File: config.mk
export PLATFORM = sky130hd
export DESIGN_NAME = rx_pattern_start
export DESIGN_NICKNAME = d
export VERILOG_FILES = /design/src/rtl/rpc_pkg.sv /design/src/rtl/rpc_history.sv /design/src/rtl/rpc_seq.sv /design/src/rtl/rx_pattern_start.sv
export SDC_FILE = /design/constraint.sdc
export NUM_CORES = 1
export LEC_CHECK = 0
export BUFFER_PORTS_ARGS = -buffer_cell sky130_fd_sc_hd__clkbuf_2
export CAP_MARGIN = 20
export CORE_ASPECT_RATIO = 1.75
export CORE_UTILIZATION = 35
export CTS_BUF_LIST = sky130_fd_sc_hd__clkbuf_8
export DETAILED_ROUTE_END_ITERATION = 10
export GPL_TIMING_DRIVEN = 0
export SLEW_MARGIN = 20
export SYNTH_ARGS = -nofsm -noshare
export SYNTH_HDL_FRONTEND = slang
export SYNTH_SLANG_ARGS = --single-unit
File: constraint.sdc
create_clock -name clk -period 5.9 [get_ports clk]
set_input_delay 0.295 -clock clk [delete_from_list [all_inputs] [get_ports clk]]
set_output_delay 0.295 -clock clk [all_outputs]
set_load 0.05 [all_outputs]
File: src/rtl/rpc_pkg.sv
package rpc_pkg;
    typedef enum logic [1:0] {
        ST_IDLE  = 2'd0,
        ST_HUNT  = 2'd1,
        ST_DELAY = 2'd2,
        ST_CAPT  = 2'd3
    } rx_state_t;
endpackage

File: src/rtl/rpc_history.sv
module rpc_history #(
    parameter int HIST_W = 16,
    localparam int LEN_W = $clog2(HIST_W)
) (
    input  logic              clk,
    input  logic              rst_n,
    input  logic              rx_en,
    input  logic              bit_valid,
    input  logic              bit_in,
    input  logic [LEN_W-1:0]  len_m1,
    input  logic [HIST_W-1:0] pat0,
    input  logic [HIST_W-1:0] pat1,
    output logic              hit0,
    output logic              hit1
);
    logic [HIST_W-1:0] hist_q;
    logic [HIST_W-1:0] hist_nx;
    logic [LEN_W:0]    fill_q;
    logic [LEN_W:0]    fill_nx;
    logic [HIST_W-1:0] mask;
    logic              filled;

    // Bit position g takes part in the comparison when it lies below N.
    for (genvar g = 0; g < HIST_W; g++) begin : g_mask
        assign mask[g] = (LEN_W'(g) <= len_m1);
    end

    assign hist_nx = {hist_q[HIST_W-2:0], bit_in};
    assign fill_nx = (fill_q == (LEN_W+1)'(HIST_W)) ? fill_q : fill_q + 1'b1;
    assign filled  = (fill_nx > {1'b0, len_m1});

    assign hit0 = rx_en && bit_valid && filled && (((hist_nx ^ pat0) & mask) == '0);
    assign hit1 = rx_en && bit_valid && filled && (((hist_nx ^ pat1) & mask) == '0);

    always_ff @(posedge clk or negedge rst_n) begin
        if (!rst_n) begin
            hist_q <= '0;
            fill_q <= '0;
        end else if (!rx_en) begin
            hist_q <= '0;
            fill_q <= '0;
        end else if (bit_valid) begin
            hist_q <= hist_nx;
            fill_q <= fill_nx;
        end
    end
endmodule

File: src/rtl/rpc_seq.sv
module rpc_seq
    import rpc_pkg::*;
#(
    parameter int DLY_W  = 8,
    parameter int DLEN_W = 8,
    localparam int CNT_W = (DLY_W > DLEN_W) ? DLY_W : DLEN_W
) (
    input  logic              clk,
    input  logic              rst_n,
    input  logic              rx_en,
    input  logic              bit_valid,
    input  logic              bit_in,
    input  logic              hit0,
    input  logic              hit1,
    input  logic              stop_en,
    input  logic [DLY_W-1:0]  start_dly,
    input  logic [DLEN_W-1:0] dlen_m1,
    output rx_state_t         state,
    output logic              start_hit,
    output logic              stop_hit,
    output logic              cap_take,
    output logic              cap_bit
);
    rx_state_t        st_nx;
    logic [CNT_W-1:0] cnt_q;
    logic [CNT_W-1:0] cnt_nx;

    always_comb begin
        st_nx  = state;
        cnt_nx = cnt_q;
        if (!rx_en) begin
            st_nx  = ST_IDLE;
            cnt_nx = '0;
        end else begin
            unique case (state)
                ST_IDLE: begin
                    st_nx  = ST_HUNT;
                    cnt_nx = '0;
                end
                ST_HUNT: begin
                    if (bit_valid && hit0) begin
                        cnt_nx = '0;
                        st_nx  = (start_dly == '0) ? ST_CAPT : ST_DELAY;
                    end
                end
                ST_DELAY: begin
                    if (bit_valid) begin
                        if (cnt_q == CNT_W'(start_dly) - CNT_W'(1)) begin
                            st_nx  = ST_CAPT;
                            cnt_nx = '0;
                        end else begin
                            cnt_nx = cnt_q + 1'b1;
                        end
                    end
                end
                ST_CAPT: begin
                    if (bit_valid) begin
                        if (stop_en) begin
                            if (hit1) begin
                                st_nx  = ST_HUNT;
                                cnt_nx = '0;
                            end
                        end else if (cnt_q == CNT_W'(dlen_m1)) begin
                            st_nx  = ST_HUNT;
                            cnt_nx = '0;
                        end else begin
                            cnt_nx = cnt_q + 1'b1;
                        end
                    end
                end
            endcase
        end
    end

    // State register
    always_ff @(posedge clk or negedge rst_n) begin
        if (!rst_n) begin
            state <= ST_IDLE;
            cnt_q <= '0;
        end else begin
            state <= st_nx;
            cnt_q <= cnt_nx;
        end
    end

    // Output register
    always_ff @(posedge clk or negedge rst_n) begin
        if (!rst_n) begin
            start_hit <= 1'b0;
            stop_hit  <= 1'b0;
            cap_take  <= 1'b0;
            cap_bit   <= 1'b0;
        end else begin
            start_hit <= rx_en && bit_valid && (state == ST_HUNT) && hit0;
            stop_hit  <= rx_en && bit_valid && (state == ST_CAPT) && stop_en && hit1;
            cap_take  <= rx_en && bit_valid && (state == ST_CAPT);
            cap_bit   <= rx_en && bit_valid && (state == ST_CAPT) && bit_in;
        end
    end
endmodule

File: src/rtl/rx_pattern_start.sv
module rx_pattern_start
    import rpc_pkg::*;
#(
    parameter int HIST_W = 16,
    parameter int DLY_W  = 8,
    parameter int DLEN_W = 8,
    localparam int LEN_W = $clog2(HIST_W)
) (
    input  logic              clk,
    input  logic              rst_n,
    input  logic              rx_en,
    input  logic              bit_valid,
    input  logic              bit_in,
    input  logic [HIST_W-1:0] pat_start,
    input  logic [HIST_W-1:0] pat_stop,
    input  logic              stop_en,
    input  logic [LEN_W-1:0]  cmp_len_m1,
    input  logic [DLY_W-1:0]  start_dly,
    input  logic [DLEN_W-1:0] data_len_m1,
    output logic              start_hit,
    output logic              stop_hit,
    output logic              cap_take,
    output logic              cap_bit,
    output logic              cap_win
);
    logic      hit0;
    logic      hit1;
    rx_state_t state;

    rpc_history #(.HIST_W(HIST_W)) u_hist (
        .clk       (clk),
        .rst_n     (rst_n),
        .rx_en     (rx_en),
        .bit_valid (bit_valid),
        .bit_in    (bit_in),
        .len_m1    (cmp_len_m1),
        .pat0      (pat_start),
        .pat1      (pat_stop),
        .hit0      (hit0),
        .hit1      (hit1)
    );

    rpc_seq #(.DLY_W(DLY_W), .DLEN_W(DLEN_W)) u_seq (
        .clk       (clk),
        .rst_n     (rst_n),
        .rx_en     (rx_en),
        .bit_valid (bit_valid),
        .bit_in    (bit_in),
        .hit0      (hit0),
        .hit1      (hit1),
        .stop_en   (stop_en),
        .start_dly (start_dly),
        .dlen_m1   (data_len_m1),
        .state     (state),
        .start_hit (start_hit),
        .stop_hit  (stop_hit),
        .cap_take  (cap_take),
        .cap_bit   (cap_bit)
    );

    assign cap_win = (state == ST_CAPT);
endmodule

Yosys cells after proc, flatten, opt, wreduce, memory -nomap -nowiden

Cells that the tools add are included.

Register bits after elaboration: 34
Latch bits: 0
Memory bits (writable): 0
ROM bits: 0
Input port bits: 58
Output and inout bits: 5
Word-level logic and storage cells: 86
Memories kept: 0

$add $sub $neg: 3
Multipliers: 0
Div/mod/pow operators: 0
Magnitude comparators: 17
Eq/ne operators: 13
Shift operators: 0
Multiplexer cells: 24
Bitwise operators: 4
Reduce and logical (&&, ||, !) cells: 17

Operators by type and width:

| cell                  | count |
|---|---|
| $mux W8               | 8 |
| $and A16 B16 Y16      | 2 |
| $le A4 B4 Y1 const A  | 8 |
| $logic_not A16 Y1     | 2 |
| $pmux W8 S4           | 1 |
| $xor A16 B16 Y16      | 2 |
| $mux W15              | 2 |
| $eq A8 B8 Y1          | 2 |
| $le A3 B4 Y1 const A  | 4 |
| $mux W2               | 8 |
| $mux W5               | 3 |
| $logic_and A1 B1 Y1   | 11 |
| $add A8 B1 Y8 const B | 1 |
| $le A1 B4 Y1 const A  | 2 |
| $le A2 B4 Y1 const A  | 2 |
| $logic_not A8 Y1      | 1 |
| $ne A4 B3 Y1 const B  | 2 |
| $pmux W2 S4           | 1 |
| $sub A8 B1 Y8 const B | 1 |
| $ne A3 B2 Y1 const B  | 2 |
| $ne A3 B3 Y1 const B  | 2 |
| $reduce_and A6 Y1     | 1 |
| $add A5 B1 Y5 const B | 1 |
| $eq A5 B5 Y1 const B  | 1 |
| 7 further kinds       | 8 |

Longest topological paths before layout

Gate-level depths: netlist (run 1).

Depth after elaboration: 10
Depth in mapped cells: 13

Cells and area by module

Synthesis (run 1) repeated with hierarchy kept, for this count alone.

Cell total of the unflattened synthesis: 302
Area, all modules: 2865.2 sq um

By module, submodules not included:

| module           | instances | cells an instance | area each (sq um) | sequential area each (sq um) |
|---|---|---|---|---|
| rpc_history      | 1         | 169               | 1651.6            | 500.5 |
| rpc_seq          | 1         | 132               | 1207.4            | 350.3 |
| rx_pattern_start | 1         | 1                 | 6.3               | 0.0 |

Worst setup path after synthesis (run 1)

OpenSTA, ideal clock, no wires.

Path type: register to register
From: register u_hist.fill_q[0]
To: register u_seq.cnt_q[0]
Library setup time: 0.078 ns
Data arrival time: 2.819 ns
Setup slack: 3.003 ns
Cell stages (with the launch flop): 14
Buffers on the path: 0
Period minus slack after synthesis: 2.897 ns
Cells stage by stage: dfrtp_1 inv_1 ha_1 nand2_1 nor3_1 nor2_1 ha_1 nand4_1 nand3_1 a21oi_1 nor2_1 o41a_1 or4_1 a21oi_1

Cells in the longest elaborated chain, start to end: 8

Ends and longest elaborated chain:

| what                                          | RTL line                             | source |
|---|---|---|
| start: declaration                            | rpc_history.sv:18                    | `logic [LEN_W:0] fill_q;` |
| start signal: assignment                      | rpc_history.sv:44                    | `fill_q <= fill_nx;` |
| $add A5 B1 Y5 or $eq A5 B5 Y1 (tied branches) | rpc_history.sv:29                    | `assign fill_nx = (fill_q == (LEN_W+1)'(HIST_W)) ? fill_q : fill_q + 1'b1;` |
| $mux W5 (*)                                   | rpc_history.sv:29                    |  |
| $gt A5 B4 Y1 (*)                              | rpc_history.sv:30                    | `assign filled = (fill_nx > {1'b0, len_m1});` |
| $logic_and A1 B1 Y1 (*)                       | rpc_history.sv:32, rpc_history.sv:33 |  |
| $logic_and A1 B1 Y1                           | rpc_history.sv:32                    | `assign hit0 = rx_en && bit_valid && filled && (((hist_nx ^ pat0) & mask) == '0);` |
| $logic_and A1 B1 Y1                           | rpc_seq.sv:41                        | `if (bit_valid && hit0) begin` |
| $ne A3 B2 Y1 (no line)                        | --                                   |  |
| $reduce_and A4 Y1 (no line) (*)               | --                                   |  |
| end signal: assignment                        | rpc_seq.sv:82                        | `cnt_q <= cnt_nx;` |
| end: declaration                              | rpc_seq.sv:25                        | `logic [CNT_W-1:0] cnt_q;` |

Every way passes the cells marked *; elsewhere a longest branch is shown, timed or not.
A chain may end at the register's enable or synchronous reset.

Final worst setup path (run 1)

From: register u_hist.fill_q[0]
To: register u_seq.cnt_q[5]

The elaborated chain is that of the path after synthesis.

==> results of run 1 <==
worst max path at each step:
stage	slack, ps	from	to	cells past startpoint
after global routing	2380	u_hist.fill_q[0]	u_seq.state[1]	13
final	2650	u_hist.fill_q[0]	u_seq.cnt_q[5]	13
after detailed placement	2640	u_hist.fill_q[0]	u_seq.state[1]	13
after floorplan	3000	u_hist.fill_q[0]	u_seq.cnt_q[0]	13
after CTS	2650	u_hist.fill_q[0]	u_seq.cnt_q[5]	13
after global placement	2700	u_hist.fill_q[0]	u_seq.state[1]	13
power breakdown:
part,switching (mW),leakage (nW),total [mW],internal (mW)
logic,0.144,1.05,0.244,0.101
clock network,0.0879,0.0524,0.180,0.0924
registers,0.0119,0.470,0.255,0.243
stage by stage:
stage	utilization	instance area, um^2
floorplan	-	2750
global placement	0.419	3170
detailed placement	0.419	3170
CTS	0.432	3270
global route	0.432	3270
finish	0.432	3270
worst max-delay path, cell delays in order, from the launching register on:
cell and delay (ps):
dfrtp_1 440, inv_1 110, ha_1 150, nand2_1 50, nor3_1 310, nor2_1 140
ha_1 310, nand4_1 100, nand3_1 80, a21oi_1 150, nor2_1 100, o41ai_2 690
o211ai_1 210, a32o_1 300
layer usage:
layer,wire [um],GRT usage,vias to the layer above
met4,276,0.111,0
met3,324,0.0305,17
met2,3870,0.352,78
met5,0,0,-
li1,-,-,1242
met1,2780,0.195,1176
cells by family (layout without fill, tap and decap cells):
kind of cell | count (synthesis) | after routing | share of synthesized area
xor+xnor | 59 | 59 | 0.188
fa+ha+maj | 12 | 12 | 0.0545
mux | 18 | 18 | 0.0654
compound gates | 66 | 66 | 0.173
flops | 34 | 34 | 0.309
buf+inv | 25 | 95 | 0.0368
simple gates | 93 | 93 | 0.174
layout make-up:
| type | count | area (um^2) |
|---|---|---|
| fillers | 782 | 4300 |
| repair buffers | 62 | 310 |
| multi-input cells | 248 | 1800 |
| clock buffers | 6 | 82.6 |
| inverters | 10 | 37.5 |
| well taps | 88 | 110 |
| clock inverters | 2 | 8.76 |
| flip-flops and latches | 34 | 851 |
| plain buffers | 15 | 63.8 |
flip-flops by register name, indices dropped and copies added, names as in the netlist:
name and count:
u_seq.stop_hit 1, u_seq.state 2, u_seq.cap_bit 1, u_seq.cnt_q 8, u_hist.hist_q 15, u_seq.start_hit 1
u_hist.fill_q 5, u_seq.cap_take 1
placed cells by master, fill, tap and decap left out, types with 6 or more instances in the layout:
| cell type | synthesis | layout |
|---|---|---|
| clkbuf_8 | 0 | 6 |
| nand3_1 | 9 | 9 |
| mux2i_1 | 18 | 18 |
| inv_1 | 10 | 11 |
| and3_1 | 7 | 7 |
| clkbuf_1 | 12 | 12 |
| ha_1 | 12 | 12 |
| nor2_1 | 27 | 27 |
| dfrtp_1 | 34 | 34 |
| o21ai_0 | 8 | 8 |
| xor2_1 | 33 | 33 |
| clkbuf_2 | 0 | 62 |
| nand4_1 | 6 | 6 |
| a21oi_1 | 18 | 18 |
| xnor2_1 | 26 | 26 |
| nor3_1 | 7 | 7 |
| nand2_1 | 14 | 14 |
==> run metrics, run 1 <==
status finished, final reports clean; Pwr Density 208 mW/mm^2; pre-CTS setup slack 2640 ps; post-synth top area share 0.309; top area cells in the synthesized netlist dfrtp_1 31%, xor2_1 10%, xnor2_1 8.3%; DR vias 2513; Die Ht 119 um; DP Cell Count 457; Net Count, Synth 377; synth unique cells 53; clk buf depth 2; Core ar. 0.00757 mm^2; largest net degree at the start of global routing 35; final WL 7250 um; hold_buf cts 0; initial drt markers 127; reg2reg setup slack 2650 ps; share of cells above drive strength 1 0.194; asr flop ratio synth 1.00; DP HPWL 5800 um; Non-Filler Instances 465; post-CTS setup buffer count 0; wire length per cell 15.6 um; first-pass GRT wire length 12200 um; Slew HR 0.415; Initial DRT Pass Iterations 5; initial antenna violation count 0; Max FO, Critical Path 7; num rows 42; Remaining DRCs 0; Worst-path clk slew 70 ps; Die ar. 0.00824 mm^2; worst hold path type primary input to asynchronous set/reset pin; CTS root buf clkbuf_8; Worst-Margin Slew 878 ps; Worst Setup Path Type flop to flop; Die Span X 69.1 um; yosys synthesis warning count 0; gr usage total 0.189; Initial Utilization 0.364; Port-buffer cells 62; gr ovfl total 0; Final Hold Viols 0; FF+latch count, synth 34; Routed Antenna Nets 0; final setup fails 0; final worst-path setup slack 2650 ps; min cycle time layout 3250 ps; Synth Cell Area 0.00275 mm^2; main flop type after synthesis dfrtp_1; Post-Syn Instances 307; CTS tree built; final worst path period share 0.550; Clock Skew 2.38 ps; most numerous cell in the Yosys netlist dfrtp_1; number of max-cap violations 0; CP arrival 3430 ps; crit path capture type flop; Data required, critical path 6090 ps; Synth-to-Final Area Change 18.6%; max frequency 308 MHz; PostCTS Resize Cnt 0; Final Wtd Congestion 0.824; Skew-Pair Late Insertion Delay 290 ps; ant diodes 0; startpoint types flop; Setup TNS Final 0 ps; Post-synth top cells 34 x dfrtp_1, 33 x xor2_1, 27 x nor2_1, 26 x xnor2_1; Post-synth EDFFs 0; clock sink total 34; num ports 63; reg2reg end u_seq.cnt_q[5]; unrepaired setup endpoints after global routing no; register area share after synthesis 0.309; number of global-route vias before repair 2583; H-tree Lvls 2; R2R cell count 13; area leader, netlist dfrtp_1; Nets 446; Syn Area/Cell 8.97 um^2; maximum VDD drop 0.0842 mV; P_leak 1.57 nW; Pwr Total 680 uW; vias per cell 5.40; Min Hold Slack 105 ps; reg2reg start u_hist.fill_q[0]; total CTS buffers 5; Max Slew Vio Count 0
No activity file was read; power rests on OpenSTA's default activity.
==> inputs of run 2 (changes only) <==
- clock period: 5.9 -> 2.9 ns (I/O delays scaled with it)
==> run 2 against run 1 <==
Against the previous run: via count rose by 1.4%; sequential share of layout area shrank 1.0 points; largest cell class unchanged; hold slack improved by 100 ps; setup slack got worse by 2600 ps; critical endpoint is now u_seq.cnt_q[0].
==> run metrics, run 2 (same netlist as run 1, synthesis figures left out) <==
status finished, final reports clean; maximum VDD drop 0.184 mV (+120%); Worst-Margin Slew 876 ps (-1.83 ps); final std cell area, no fill 0.00340 mm^2 (+4.2%); R2R cell count 13 (unchanged); reg2reg start u_hist.fill_q[0]; Clock Skew 2.11 ps (-0.276 ps); gr ovfl total 0 (unchanged); Pwr Density 420 mW/mm^2 (+100%); biggest regs u_hist.hist_q (15), u_seq.cnt_q (8), u_hist.fill_q (5); initial antenna violation count 0 (unchanged); Core ar. 0.00757 mm^2 (unchanged); crit path max-delay cell type or4_1; final WL 7420 um (+2.3%); Initial Utilization 0.364 (unchanged); first-pass GRT wire length 12400 um (+1.1%); final setup fails 0 (unchanged); crit path capture type flop; clock sink total 34 (unchanged); reg2reg end u_seq.cnt_q[0]; number of global-route vias before repair 2619 (+1.4%); final worst path period share 0.988 (+0.438); max frequency 349 MHz (+13%); DP HPWL 5800 um (unchanged); wire length per cell 15.7 um (+0.59%); Max Slew Vio Count 0 (unchanged); Port-buffer cells 62 (unchanged); Skew-Pair Late Insertion Delay 290 ps (about the same); Max FO, Critical Path 4 (-3); pre-CTS setup slack -362 ps (-3000 ps); Final Hold Viols 0 (unchanged); Die Ht 119 um (unchanged); H-tree Lvls 2 (unchanged); P_leak 1.63 nW (+3.5%); ant diodes 0 (unchanged); startpoint types flop; min cycle time layout 2870 ps (-379 ps); Biggest register u_hist.hist_q; Worst Setup Path Type flop to flop; Worst-path clk slew 70 ps (about the same); largest net degree at the start of global routing 35 (unchanged); most frequent cells in the layout 62 x clkbuf_2, 33 x xor2_1, 33 x dfrtp_1; Nets 454 (+1.8%); total CTS buffers 5 (unchanged); clk buf depth 2 (unchanged); num rows 42 (unchanged); Remaining DRCs 0 (unchanged); CP arrival 3090 ps (-340 ps); final worst-path setup slack 33.5 ps (-2620 ps); CP max stage delay 560 ps (-130 ps); CP cell instances inv_2 > ha_4 > nand2_4 > nor3_4 > xnor2_1 > ha_1 > nand4_1 > nand3_2 > a21oi_2 > nor2_2 > o41a_1 > or4_1 > a21oi_2; Die ar. 0.00824 mm^2 (unchanged); max reg flops 15 (unchanged); Final Wtd Congestion 0.824 (unchanged); Hold Path Origin bit_in; number of max-cap violations 0 (unchanged); most used cell, CP a21oi_2; num ports 63 (unchanged); share of cells above drive strength 1 0.242 (+0.0479); Cell Area, Placed 0.00317 mm^2 (unchanged); gr usage total 0.191 (+0.00177); Routed Antenna Nets 0 (unchanged); Die Span X 69.1 um (unchanged); reg2reg setup slack 30 ps (-2620 ps); Data required, critical path 3120 ps (-2970 ps); unrepaired setup endpoints after global routing yes; WHS Endpoint u_seq.cap_bit; Initial DRT Pass Iterations 4 (-1); Hold Crit Depth 2; initial drt markers 137 (+7.9%); Slew HR 0.416 (+0.00122); CTS tree built; Min Hold Slack 209 ps (+104 ps); most common cell after layout, fill and taps aside clkbuf_2; Synth-to-Final Area Change 23.6%; vias per cell 5.39 (-0.32%); worst hold path type primary input to flop; CTS root buf clkbuf_8; DR vias 2548 (+1.4%)
==> run 2: through the flow <==
stage	util	cells	TNS (ps)	power, mW
global placement	0.419	457	-2280	1.02
floorplan	-	307	0	0.868
global route	0.450	473	-391	1.52
CTS	0.445	471	-17.3	1.42
finish	0.450	473	0	1.43
detailed placement	0.419	457	-2810	1.02
==> run 2: worst max path at each step <==
stage | start | endpoint | depth (start not counted)
after CTS | u_hist.fill_q[0] | u_seq.cnt_q[0] | 13
after global routing | u_hist.fill_q[0] | u_seq.cnt_q[0] | 13
after floorplan | u_hist.fill_q[0] | u_seq.cnt_q[0] | 13
after global placement | u_hist.fill_q[0] | u_seq.state[1] | 13
after detailed placement | u_hist.fill_q[0] | u_seq.state[1] | 13
final | u_hist.fill_q[0] | u_seq.cnt_q[0] | 13
==> run 2: critical path: cells and delay by family (launching register included) <==
kind / cells / cell delay [ps]
AO/OA/AOI/OAI: 3 / 710
XOR/XNOR: 1 / 160
adder cells (fa/ha/maj): 2 / 380
buffers and inverters: 1 / 90
flip-flops: 1 / 430
AND/OR/NAND/NOR: 6 / 1040
==> run 2: where the power goes <==
group	total (mW)	switching, mW	internal, mW
logic	0.546	0.309	0.238
registers	0.518	0.0232	0.494
clock network	0.366	0.178	0.188
total	1.43	0.510	0.920
==> run 2: layout make-up <==
| cell class | instances | area [um^2] |
|---|---|---|
| plain buffers | 14 | 60.1 |
| flip-flops and latches | 34 | 852 |
| well taps | 88 | 110 |
| multi-input cells | 248 | 1870 |
| fillers | 760 | 4160 |
| clock buffers | 6 | 82.6 |
| clock inverters | 2 | 8.76 |
| repair buffers | 71 | 380 |
| inverters | 10 | 37.5 |
==> run 2: routing by layer <==
metal	wire length (um)	track usage	share of wire
met5	0	0	0
met4	264	0.111	0.036
met3	323	0.0296	0.044
met2	4000	0.357	0.54
met1	2830	0.197	0.38
==> run 2: repair_timing <==
action                                 CTS  global route
endpoints found under the hold margin   34             0
buffers inserted                         5             3
resized for setup                       11             5
setup endpoints to repair               10            10
hold buffers                             1             0
cloned                                   0             0
pin swaps                                9             2
